<file path="src/rtl/bitbus_pkg.sv">
package bitbus_pkg;
    // A transaction spans this many bus clock cycles; fixed by the bus protocol.
    localparam int XFER_CYCLES = 2;

    typedef enum logic {
        ST_IDLE = 1'b0,
        ST_XFER = 1'b1
    } xfer_st_e;
endpackage

</file>
<file path="src/rtl/bitbus_phase.sv">
// Free-running phase counter: one count per phase tick, wrapping each bus cycle.
module bitbus_phase #(
    parameter int PHASES = 4,
    localparam int PH_W  = $clog2(PHASES)
) (
    input  logic            clk,
    input  logic            rst_n,
    output logic [PH_W-1:0] phase,
    output logic            last_phase
);
    localparam logic [PH_W-1:0] PH_LAST = PH_W'(PHASES - 1);

    typedef struct packed {
        logic [PH_W-1:0] ph;
    } ph_t;

    ph_t ph_d, ph_q;

    always_comb begin
        ph_d = ph_q;
        if (ph_q.ph == PH_LAST) ph_d.ph = '0;
        else                    ph_d.ph = ph_q.ph + 1'b1;
    end

    always_ff @(posedge clk or negedge rst_n) begin
        if (!rst_n) ph_q <= '0;
        else        ph_q <= ph_d;
    end

    assign phase      = ph_q.ph;
    assign last_phase = (ph_q.ph == PH_LAST);
endmodule

</file>
<file path="src/rtl/bitbus_ctrl.sv">
// Transaction controller: accepts a request on a cycle boundary, counts slots.
module bitbus_ctrl
    import bitbus_pkg::*;
#(
    parameter int ADDR_W = 12,
    parameter int PHASES = 4,
    localparam int SLOTS  = PHASES * XFER_CYCLES,
    localparam int SLOT_W = $clog2(SLOTS)
) (
    input  logic              clk,
    input  logic              rst_n,
    input  logic              req,
    input  logic              rw,
    input  logic [ADDR_W-1:0] addr,
    input  logic              wdata,
    input  logic              last_phase,
    output logic              busy,
    output logic              run_nx,
    output logic              rd_nx,
    output logic [ADDR_W-1:0] addr_nx,
    output logic              wbit_nx,
    output logic [SLOT_W-1:0] slot_nx,
    output logic              rd_now,
    output logic              sample_now,
    output logic              finish_now
);
    localparam logic [SLOT_W-1:0] SLOT_LAST = SLOT_W'(SLOTS - 1);
    localparam logic [SLOT_W-1:0] SLOT_SMP  = SLOT_W'(SLOTS - PHASES - 1);

    typedef struct packed {
        xfer_st_e          st;
        logic [SLOT_W-1:0] slot;
        logic              rd;
        logic [ADDR_W-1:0] addr;
        logic              wbit;
    } ctrl_t;

    ctrl_t c_d, c_q;
    logic  accept;

    always_comb begin
        c_d    = c_q;
        accept = (c_q.st == ST_IDLE) && req && last_phase;
        if (accept) begin
            c_d.st   = ST_XFER;
            c_d.slot = '0;
            c_d.rd   = rw;
            c_d.addr = addr;
            c_d.wbit = rw ? 1'b0 : wdata;
        end else if (c_q.st == ST_XFER) begin
            if (c_q.slot == SLOT_LAST) begin
                c_d.st   = ST_IDLE;
                c_d.slot = '0;
                c_d.addr = '0;
                c_d.wbit = 1'b0;
            end else begin
                c_d.slot = c_q.slot + 1'b1;
            end
        end
    end

    always_ff @(posedge clk or negedge rst_n) begin
        if (!rst_n) begin
            c_q.st   <= ST_IDLE;
            c_q.slot <= '0;
            c_q.rd   <= 1'b0;
            c_q.addr <= '0;
            c_q.wbit <= 1'b0;
        end else begin
            c_q <= c_d;
        end
    end

    assign busy       = (c_q.st == ST_XFER);
    assign run_nx     = (c_d.st == ST_XFER);
    assign rd_nx      = c_d.rd;
    assign addr_nx    = c_d.addr;
    assign wbit_nx    = c_d.wbit;
    assign slot_nx    = c_d.slot;
    assign rd_now     = c_q.rd;
    assign sample_now = busy && (c_q.slot == SLOT_SMP);
    assign finish_now = busy && (c_q.slot == SLOT_LAST);
endmodule

</file>
<file path="src/rtl/bitbus_pins.sv">
// Registered bus pin stage: address, data-out, strobe, input sample, result.
module bitbus_pins
    import bitbus_pkg::*;
#(
    parameter int ADDR_W = 12,
    parameter int PHASES = 4,
    localparam int SLOTS  = PHASES * XFER_CYCLES,
    localparam int SLOT_W = $clog2(SLOTS)
) (
    input  logic              clk,
    input  logic              rst_n,
    input  logic              run_nx,
    input  logic              rd_nx,
    input  logic [ADDR_W-1:0] addr_nx,
    input  logic              wbit_nx,
    input  logic [SLOT_W-1:0] slot_nx,
    input  logic              rd_now,
    input  logic              sample_now,
    input  logic              finish_now,
    input  logic              bus_din,
    output logic [ADDR_W-1:0] bus_addr,
    output logic              bus_dout,
    output logic              bus_wstb_n,
    output logic              done,
    output logic              rdata
);
    // Commit slot: first phase of the final bus cycle.
    localparam logic [SLOT_W-1:0] SLOT_STB = SLOT_W'(SLOTS - PHASES);

    typedef struct packed {
        logic [ADDR_W-1:0] addr;
        logic              dout;
        logic              wstb_n;
        logic              samp;
        logic              done;
        logic              rdata;
    } pins_t;

    pins_t p_d, p_q;

    always_comb begin
        p_d        = p_q;
        p_d.addr   = run_nx ? addr_nx : '0;
        p_d.dout   = run_nx && !rd_nx && wbit_nx;
        p_d.wstb_n = !(run_nx && !rd_nx && (slot_nx == SLOT_STB));
        if (sample_now) p_d.samp = bus_din;
        p_d.done   = finish_now;
        if (finish_now && rd_now) p_d.rdata = p_q.samp;
    end

    always_ff @(posedge clk or negedge rst_n) begin
        if (!rst_n) begin
            p_q.addr   <= '0;
            p_q.dout   <= 1'b0;
            p_q.wstb_n <= 1'b1;
            p_q.samp   <= 1'b0;
            p_q.done   <= 1'b0;
            p_q.rdata  <= 1'b0;
        end else begin
            p_q <= p_d;
        end
    end

    assign bus_addr   = p_q.addr;
    assign bus_dout   = p_q.dout;
    assign bus_wstb_n = p_q.wstb_n;
    assign done       = p_q.done;
    assign rdata      = p_q.rdata;
endmodule

</file>
<file path="src/rtl/bitbus_seq.sv">
// Top: serial bit I/O bus cycle sequencer.
module bitbus_seq
    import bitbus_pkg::*;
#(
    parameter int ADDR_W = 12,
    parameter int PHASES = 4,
    localparam int PH_W   = $clog2(PHASES),
    localparam int SLOT_W = $clog2(PHASES * XFER_CYCLES)
) (
    input  logic              clk,
    input  logic              rst_n,
    input  logic              req,
    input  logic              rw,
    input  logic [ADDR_W-1:0] addr,
    input  logic              wdata,
    output logic              busy,
    output logic              done,
    output logic              rdata,
    output logic [ADDR_W-1:0] bus_addr,
    output logic              bus_dout,
    output logic              bus_wstb_n,
    input  logic              bus_din
);
    logic [PH_W-1:0]   phase;
    logic              last_phase;
    logic              run_nx, rd_nx, wbit_nx, rd_now, sample_now, finish_now;
    logic [ADDR_W-1:0] addr_nx;
    logic [SLOT_W-1:0] slot_nx;

    bitbus_phase #(.PHASES(PHASES)) u_phase (
        .clk        (clk),
        .rst_n      (rst_n),
        .phase      (phase),
        .last_phase (last_phase)
    );

    bitbus_ctrl #(.ADDR_W(ADDR_W), .PHASES(PHASES)) u_ctrl (
        .clk        (clk),
        .rst_n      (rst_n),
        .req        (req),
        .rw         (rw),
        .addr       (addr),
        .wdata      (wdata),
        .last_phase (last_phase),
        .busy       (busy),
        .run_nx     (run_nx),
        .rd_nx      (rd_nx),
        .addr_nx    (addr_nx),
        .wbit_nx    (wbit_nx),
        .slot_nx    (slot_nx),
        .rd_now     (rd_now),
        .sample_now (sample_now),
        .finish_now (finish_now)
    );

    bitbus_pins #(.ADDR_W(ADDR_W), .PHASES(PHASES)) u_pins (
        .clk        (clk),
        .rst_n      (rst_n),
        .run_nx     (run_nx),
        .rd_nx      (rd_nx),
        .addr_nx    (addr_nx),
        .wbit_nx    (wbit_nx),
        .slot_nx    (slot_nx),
        .rd_now     (rd_now),
        .sample_now (sample_now),
        .finish_now (finish_now),
        .bus_din    (bus_din),
        .bus_addr   (bus_addr),
        .bus_dout   (bus_dout),
        .bus_wstb_n (bus_wstb_n),
        .done       (done),
        .rdata      (rdata)
    );
endmodule

</file>
<file path="config.mk">
export PLATFORM = sky130hd
export DESIGN_NAME = bitbus_seq
export DESIGN_NICKNAME = d
export VERILOG_FILES = /design/src/rtl/bitbus_pkg.sv /design/src/rtl/bitbus_phase.sv /design/src/rtl/bitbus_ctrl.sv /design/src/rtl/bitbus_pins.sv /design/src/rtl/bitbus_seq.sv
export SDC_FILE = /design/constraint.sdc
export NUM_CORES = 1
export LEC_CHECK = 0
export ABC_AREA = 1
export BUFFER_PORTS_ARGS = -buffer_cell sky130_fd_sc_hd__clkbuf_2
export CORE_MARGIN = 4
export CORE_UTILIZATION = 25
export DETAILED_ROUTE_END_ITERATION = 7
export MAX_ROUTING_LAYER = met4
export PLACE_DENSITY = 0.4
export SLEW_MARGIN = 10
export SYNTH_ARGS = -nofsm -noshare
export SYNTH_HDL_FRONTEND = slang
export SYNTH_HIERARCHICAL = 1
export SYNTH_SLANG_ARGS = --single-unit
</file>
<file path="constraint.sdc">
create_clock -name clk -period 2.4 [get_ports clk]
set_input_delay 0.24 -clock clk [delete_from_list [all_inputs] [get_ports clk]]
set_output_delay 0.24 -clock clk [all_outputs]
set_load 0.03 [all_outputs]
</file>
==> metrics.txt, run 1 <==
status=finished, final reports clean; CP startpoint=u_ctrl/busy; YS warnings=6; max-cap violation count=0; clk_skew=7.89 ps; largest net degree at the start of global routing=38; most frequent cells in the layout=nand2_1 (71), dfrtp_1 (36), inv_1 (35); row cnt=29; Cells after Synth=194; total length of routed wires=3.40 mm; power density cells=about 1300 mW/mm²; final count of hold timing violations=0; Placeable Area=between 0.006 and 0.007 mm²; Placer Congestion=between 0.7 and 0.8; # IOs=35; Synth Cell Area=between 0.0015 and 0.002 mm²; vias in the first global route=around 1300; Hold WC Path Type=input port to asynchronous set/reset pin; Multi-input gate area=465 µm²; Worst EP required=2630 ps; crit path time final=between 1500 and 2000 ps; critical setup path kind=register to register; Rel. slew slack=a little under two fifths; Register Area=927 µm²; Clock Tree Buf Depth=2; Initial Util=26.1%; CTS tree=done; Slew Limit Fails=0; DIE AREA=0.00811 mm²; CTS root buf=clkbuf_8; clk sinks=37; # DRC=0; worst r2r src=u_ctrl/busy; IO Port Bufs=34; Hold WS=slightly above 80 ps; RSZ-0062 raised after global routing=no; die span in y=about 90 µm; Worst setup SP type=register; area delta synth->final=13.8%; gr usage total=about a tenth; Slew @ Worst Pin=941 ps; hold_buf cts=0; count of cell types in the netlist=16; worst-path maximum fanout=18; via-per-instance ratio=3.92; drt first pass iters=5; routed len/inst=11.4 µm; H-tree depth=2; Max Clock Freq=roughly 570 MHz; initial antenna violation count=0; Clk Latency, worst-skew pair=around 290 ps; total negative slack=0 ps; CTS-repair resized insts=0; layout cell share with drive strength beyond 1=22.7%; Detail Placement HPWL=2.32 mm; first-pass GRT wire length=roughly 6 mm; antenna cells=0; GRT overflow=0; Post-Syn Nets=216; via count=roughly 1200; #FFs+latches synth=37; layout filler cell count=736; DRT antenna net count=0; Leak=~1.2 nW; Avg Inst Size Synth=around 8.7 µm²; Final period util=roughly three quarters; total clock buffers created by CTS=5; register area share after synthesis=55.1%; Iter 0 DRT Violations=60; CP arrival=about 2000 ps; Die Width=approximately 90 µm; clk slew on worst S/H paths=80 ps; post-CTS setup buffers=0; VDD IR-drop max=~0.00038 V; count of final setup violators=0; Pwr Total=2.40 mW; Worst Setup End Kind=register; Nets=242; most common cell after layout, fill and taps aside=nand2_1
## cell families (layout without fill, tap and decap cells)
logic type               count (synthesis)  count (layout)  synth area share, %
AO/OA/AOI/OAI                           15              15                 4.46
adder cells (fa/ha/maj)                  4               4                 2.97
buffers and inverters                   55              81                 17.2
flip-flops                              37              37                 55.1
AND/OR/NAND/NOR                         83              83                 20.2
## synth_stat cells, drive strengths merged
master | instances | area, µm²
clkbuf | 1 | 5.00
o21ai | 2 | 10.0
a21oi | 13 | 65.1
ha | 4 | 50.1
dfstp | 1 | 26.3
buf | 18 | 150
nand3 | 3 | 20.0
and3 | 1 | 7.51
inv | 36 | 135
nand2 | 71 | 267
nor2 | 8 | 46.3
dfrtp | 36 | 901
## stage by stage
step	util [%]	std cells	setup WS, ps	area [µm²]
2_1_floorplan	-	194	610	1680
3_3_place_gp	28.2	290	680	1820
3_5_place_dp	28.2	290	631	1820
4_1_cts	29.6	297	613	1910
5_1_grt	29.6	297	408	1910
6_report	29.6	297	632	1910
## power by group
part	total [mW]	internal (mW)	switching, mW
Sequential	0.981	0.872	0.109
Clock	0.455	0.227	0.228
Combinational	0.968	0.295	0.673
## area by class of cell
type,instances,area share [%]
well taps,77,5.03
clock inverters,1,0.392
repair buffers,38,10.5
inverters,36,7.06
flip-flops and latches,37,48.4
multi-input cells,102,24.3
clock buffers,6,4.31
## critical path, stage by stage (launching register included)
cell,delay (ps)
dfrtp_1,510
inv_2,150
nand3_2,320
o21ai_1,350
buf_4,260
nand2_1,70
inv_1,50
## worst paths after layout
kind	end	slack, ps	cells after the start
max reg2reg	u_pins/bus_addr[5]	630	6
max	u_pins/bus_addr[5]	630	6
min reg2reg	u_phase/phase[0]	430	1
max in group asynchronous	u_pins/bus_wstb_n	1640	2
min	u_ctrl/c_q[8]	80	1
min in group clk	u_pins/p_q[2]	170	3
## state kept, by name (all words and copies together), names as in the netlist
name,flops
u_phase/phase,2
u_ctrl/busy,1
u_pins/p_q,1
u_ctrl/rd_now,1
u_pins/done,1
u_pins/rdata,1
u_pins/bus_dout,1
u_pins/bus_wstb_n,1
u_ctrl/c_q,16
u_pins/bus_addr,12
## per-layer routing
metal,routed length [µm],GRT usage [%]
met1,1740,12.6
met2,1470,14.0
met3,153,3.26
met4,36,3.44
met5,0,-
No activity file was read; power rests on OpenSTA's default activity.
==> run 2: changes to the inputs <==
--- a/config.mk
+++ b/config.mk
@@ -11,7 +11,7 @@
 export CORE_UTILIZATION = 25
 export DETAILED_ROUTE_END_ITERATION = 7
 export MAX_ROUTING_LAYER = met4
-export PLACE_DENSITY = 0.4
+export PLACE_DENSITY = 0.41
 export SLEW_MARGIN = 10
 export SYNTH_ARGS = -nofsm -noshare
 export SYNTH_HDL_FRONTEND = slang
==> constraint.sdc (replaced) <==
create_clock -name clk -period 1.4 [get_ports clk]
set_input_delay 0.14 -clock clk [delete_from_list [all_inputs] [get_ports clk]]
set_output_delay 0.14 -clock clk [all_outputs]
set_load 0.03 [all_outputs]
==> run 2 against run 1 <==
Sequential share of layout area is 5.8 points lower. Flip-flop and latch count stayed put. Largest cell class unchanged. Global-route usage is 0.58 points lower. Cell area is 14% higher. Combinational power is 120% higher. Total power is 97% higher. Critical path depth is 1 higher. Clock skew is 5.4 ps higher. First-iteration DRC count is 37% lower. Sequential power is 69% higher. Register-to-register slack worse by 630 ps. Wire length is 6.0% higher.
==> metrics.txt, run 2 (same netlist as run 1, synthesis figures left out) <==
Leak=1.27 nW (was 1.17 nW); IO Port Bufs=34 (unchanged); # DRC=0 (unchanged); Final period util=99.8% (was 73.7%); drt first pass iters=4 (was 5); CTS root buf=clkbuf_8 (unchanged); r2r worst-path depth=7 (was 6); critical setup path kind=register to register (unchanged); Finished Layout Cells=316 (was 297); end of the worst hold path=u_ctrl/c_q[7]; Pwr Total=4.73 mW (was 2.40 mW); Hold WC Path Type=input port to register (was input port to asynchronous set/reset pin); Slew Limit Fails=0 (unchanged); gr usage total=9.09% (was 9.67%); status=finished, final reports clean (unchanged); Largest Register=u_ctrl/c_q (unchanged); Detail Placement HPWL=2.38 mm (was 2.32 mm); largest net degree at the start of global routing=38 (unchanged); via-per-instance ratio=3.97 (was 3.92); # IOs=35 (unchanged); crit path time final=1400 ps (was 1770 ps); Die Width=90.0 µm (unchanged); row cnt=29 (unchanged); count of final setup violators=0 (unchanged); antenna cells=0 (unchanged); final count of hold timing violations=0 (unchanged); WHS Path Cells=3; Worst Setup End Kind=register (unchanged); DRT antenna net count=0 (unchanged); Clock Tree Buf Depth=2 (unchanged); Placer Congestion=0.751 (was 0.724); Slew @ Worst Pin=484 ps (was 941 ps); vias in the first global route=1210 (was 1260); Iter 0 DRT Violations=38 (was 60); clk sinks=37 (unchanged); area delta synth->final=29.4% (was 13.8%); RSZ-0062 raised after global routing=yes (was no); Placeable Area=0.00646 mm² (unchanged); routed len/inst=11.4 µm (about the same); total negative slack=0 ps (unchanged); first-pass GRT wire length=5.66 mm (was 6.11 mm); worst-path maximum fanout=6 (was 18); GRT overflow=0 (unchanged); Initial Util=26.1% (unchanged); CTS tree=done (unchanged); Nets=260 (was 242); Final Util=33.7% (was 29.6%); placed insts=296 (was 290); Max Clock Freq=716 MHz (was 566 MHz); most common cell after layout, fill and taps aside=nand2_1 (unchanged); layout filler cell count=709 (was 736); power density cells=2170 mW/mm² (was 1260 mW/mm²); clk slew on worst S/H paths=80 ps (about the same); CP arrival=1610 ps (was 2000 ps); DIE AREA=0.00811 mm² (unchanged); worst r2r src=u_ctrl/c_q[14] (was u_ctrl/busy); r2r endpoint=u_pins/bus_wstb_n (was u_pins/bus_addr[5]); Final WS setup=3.23 ps (was 632 ps); Clk Latency, worst-skew pair=290 ps (about the same); max reg flops=16 (unchanged); Worst EP required=1620 ps (was 2630 ps); die span in y=90.0 µm (unchanged); H-tree depth=2 (unchanged); Worst setup SP type=register (unchanged); internal reg-to-reg setup slack=3 ps (was 630 ps); Post-Place Worst Slack=-11.1 ps (was 631 ps); initial antenna violation count=0 (unchanged); via count=1255 (was 1164); max-cap violation count=0 (unchanged); clk_skew=13.3 ps (was 7.89 ps); most frequent cells in the layout=nand2_1 (65), dfrtp_1 (36), clkbuf_2 (34) (was nand2_1 (71), dfrtp_1 (36), inv_1 (35)); total length of routed wires=3.60 mm (was 3.40 mm); Worst Min Path Start=addr[6]; VDD IR-drop max=0.000753 V (was 0.000382 V); layout cell share with drive strength beyond 1=36.0% (was 22.7%); Rel. slew slack=67.8% (was 37.3%); total clock buffers created by CTS=5 (unchanged)
-- run 2: worst max-delay path, cell delays in order (launching register included) --
cell and delay [ps]:
dfrtp_1 420, ha_4 180, ha_4 180, buf_6 130
o21ai_4 160, inv_1 60, nor2_1 120, nand3_1 80
-- run 2: layout make-up --
| class | instances | area (µm²) | share of cell area (%) |
|---|---|---|---|
| tap | 77 | 96.3 | 4.43 |
| timing repair buffer | 56 | 353 | 16.2 |
| inverter | 36 | 135 | 6.21 |
| clock buffer | 6 | 82.6 | 3.79 |
| multi-input combinational | 102 | 546 | 25.1 |
| sequential | 37 | 927 | 42.6 |
| clock inverter | 2 | 37.5 | 1.72 |
-- run 2: what timing repair did --
action                                  CTS  global route
gates resized for setup                   0            26
setup buffers                             0            11
pin swaps                                 0             6
hold buffers                              1             0
endpoints found under the hold margin    36             0
endpoints found under the setup margin    1            15
-- run 2: per-stage QoR --
stage / area, µm² / hold slack, ps
after floorplan: 1720 / -156
after global placement: 1900 / 230
after detailed placement: 1900 / 224
after CTS: 2030 / 63.4
after global routing: 2180 / 59.3
final: 2180 / 69.4
-- run 2: worst max path at each step --
| stage | start | endpoint | slack [ps] | depth (start not counted) |
|---|---|---|---|---|
| floorplan | u_ctrl/c_q[14] | u_pins/bus_addr[0] | -50 | 8 |
| global placement | u_ctrl/c_q[14] | u_pins/bus_dout | -20 | 6 |
| global route | u_ctrl/c_q[14] | u_pins/bus_addr[4] | -60 | 7 |
| finish | u_ctrl/c_q[14] | u_pins/bus_wstb_n | 3 | 7 |
| detailed placement | u_ctrl/c_q[14] | u_pins/bus_dout | -10 | 6 |
| CTS | u_ctrl/c_q[14] | u_pins/bus_dout | -20 | 6 |
-- run 2: where the power goes --
part	leakage, nW	switching (mW)	internal [mW]
Clock	0.0574	0.393	0.579
Combinational	0.744	1.32	0.776
Sequential	0.473	0.168	1.50
Total	1.27	1.88	2.85
-- run 2: layer usage --
layer	vias to the layer above	part of all wire (%)	global-route usage [%]
met5	-	0	-
li1	641	-	-
met1	579	50	12.1
met4	0	1.3	4.21
met3	6	3.6	2.67
met2	29	45	12.6
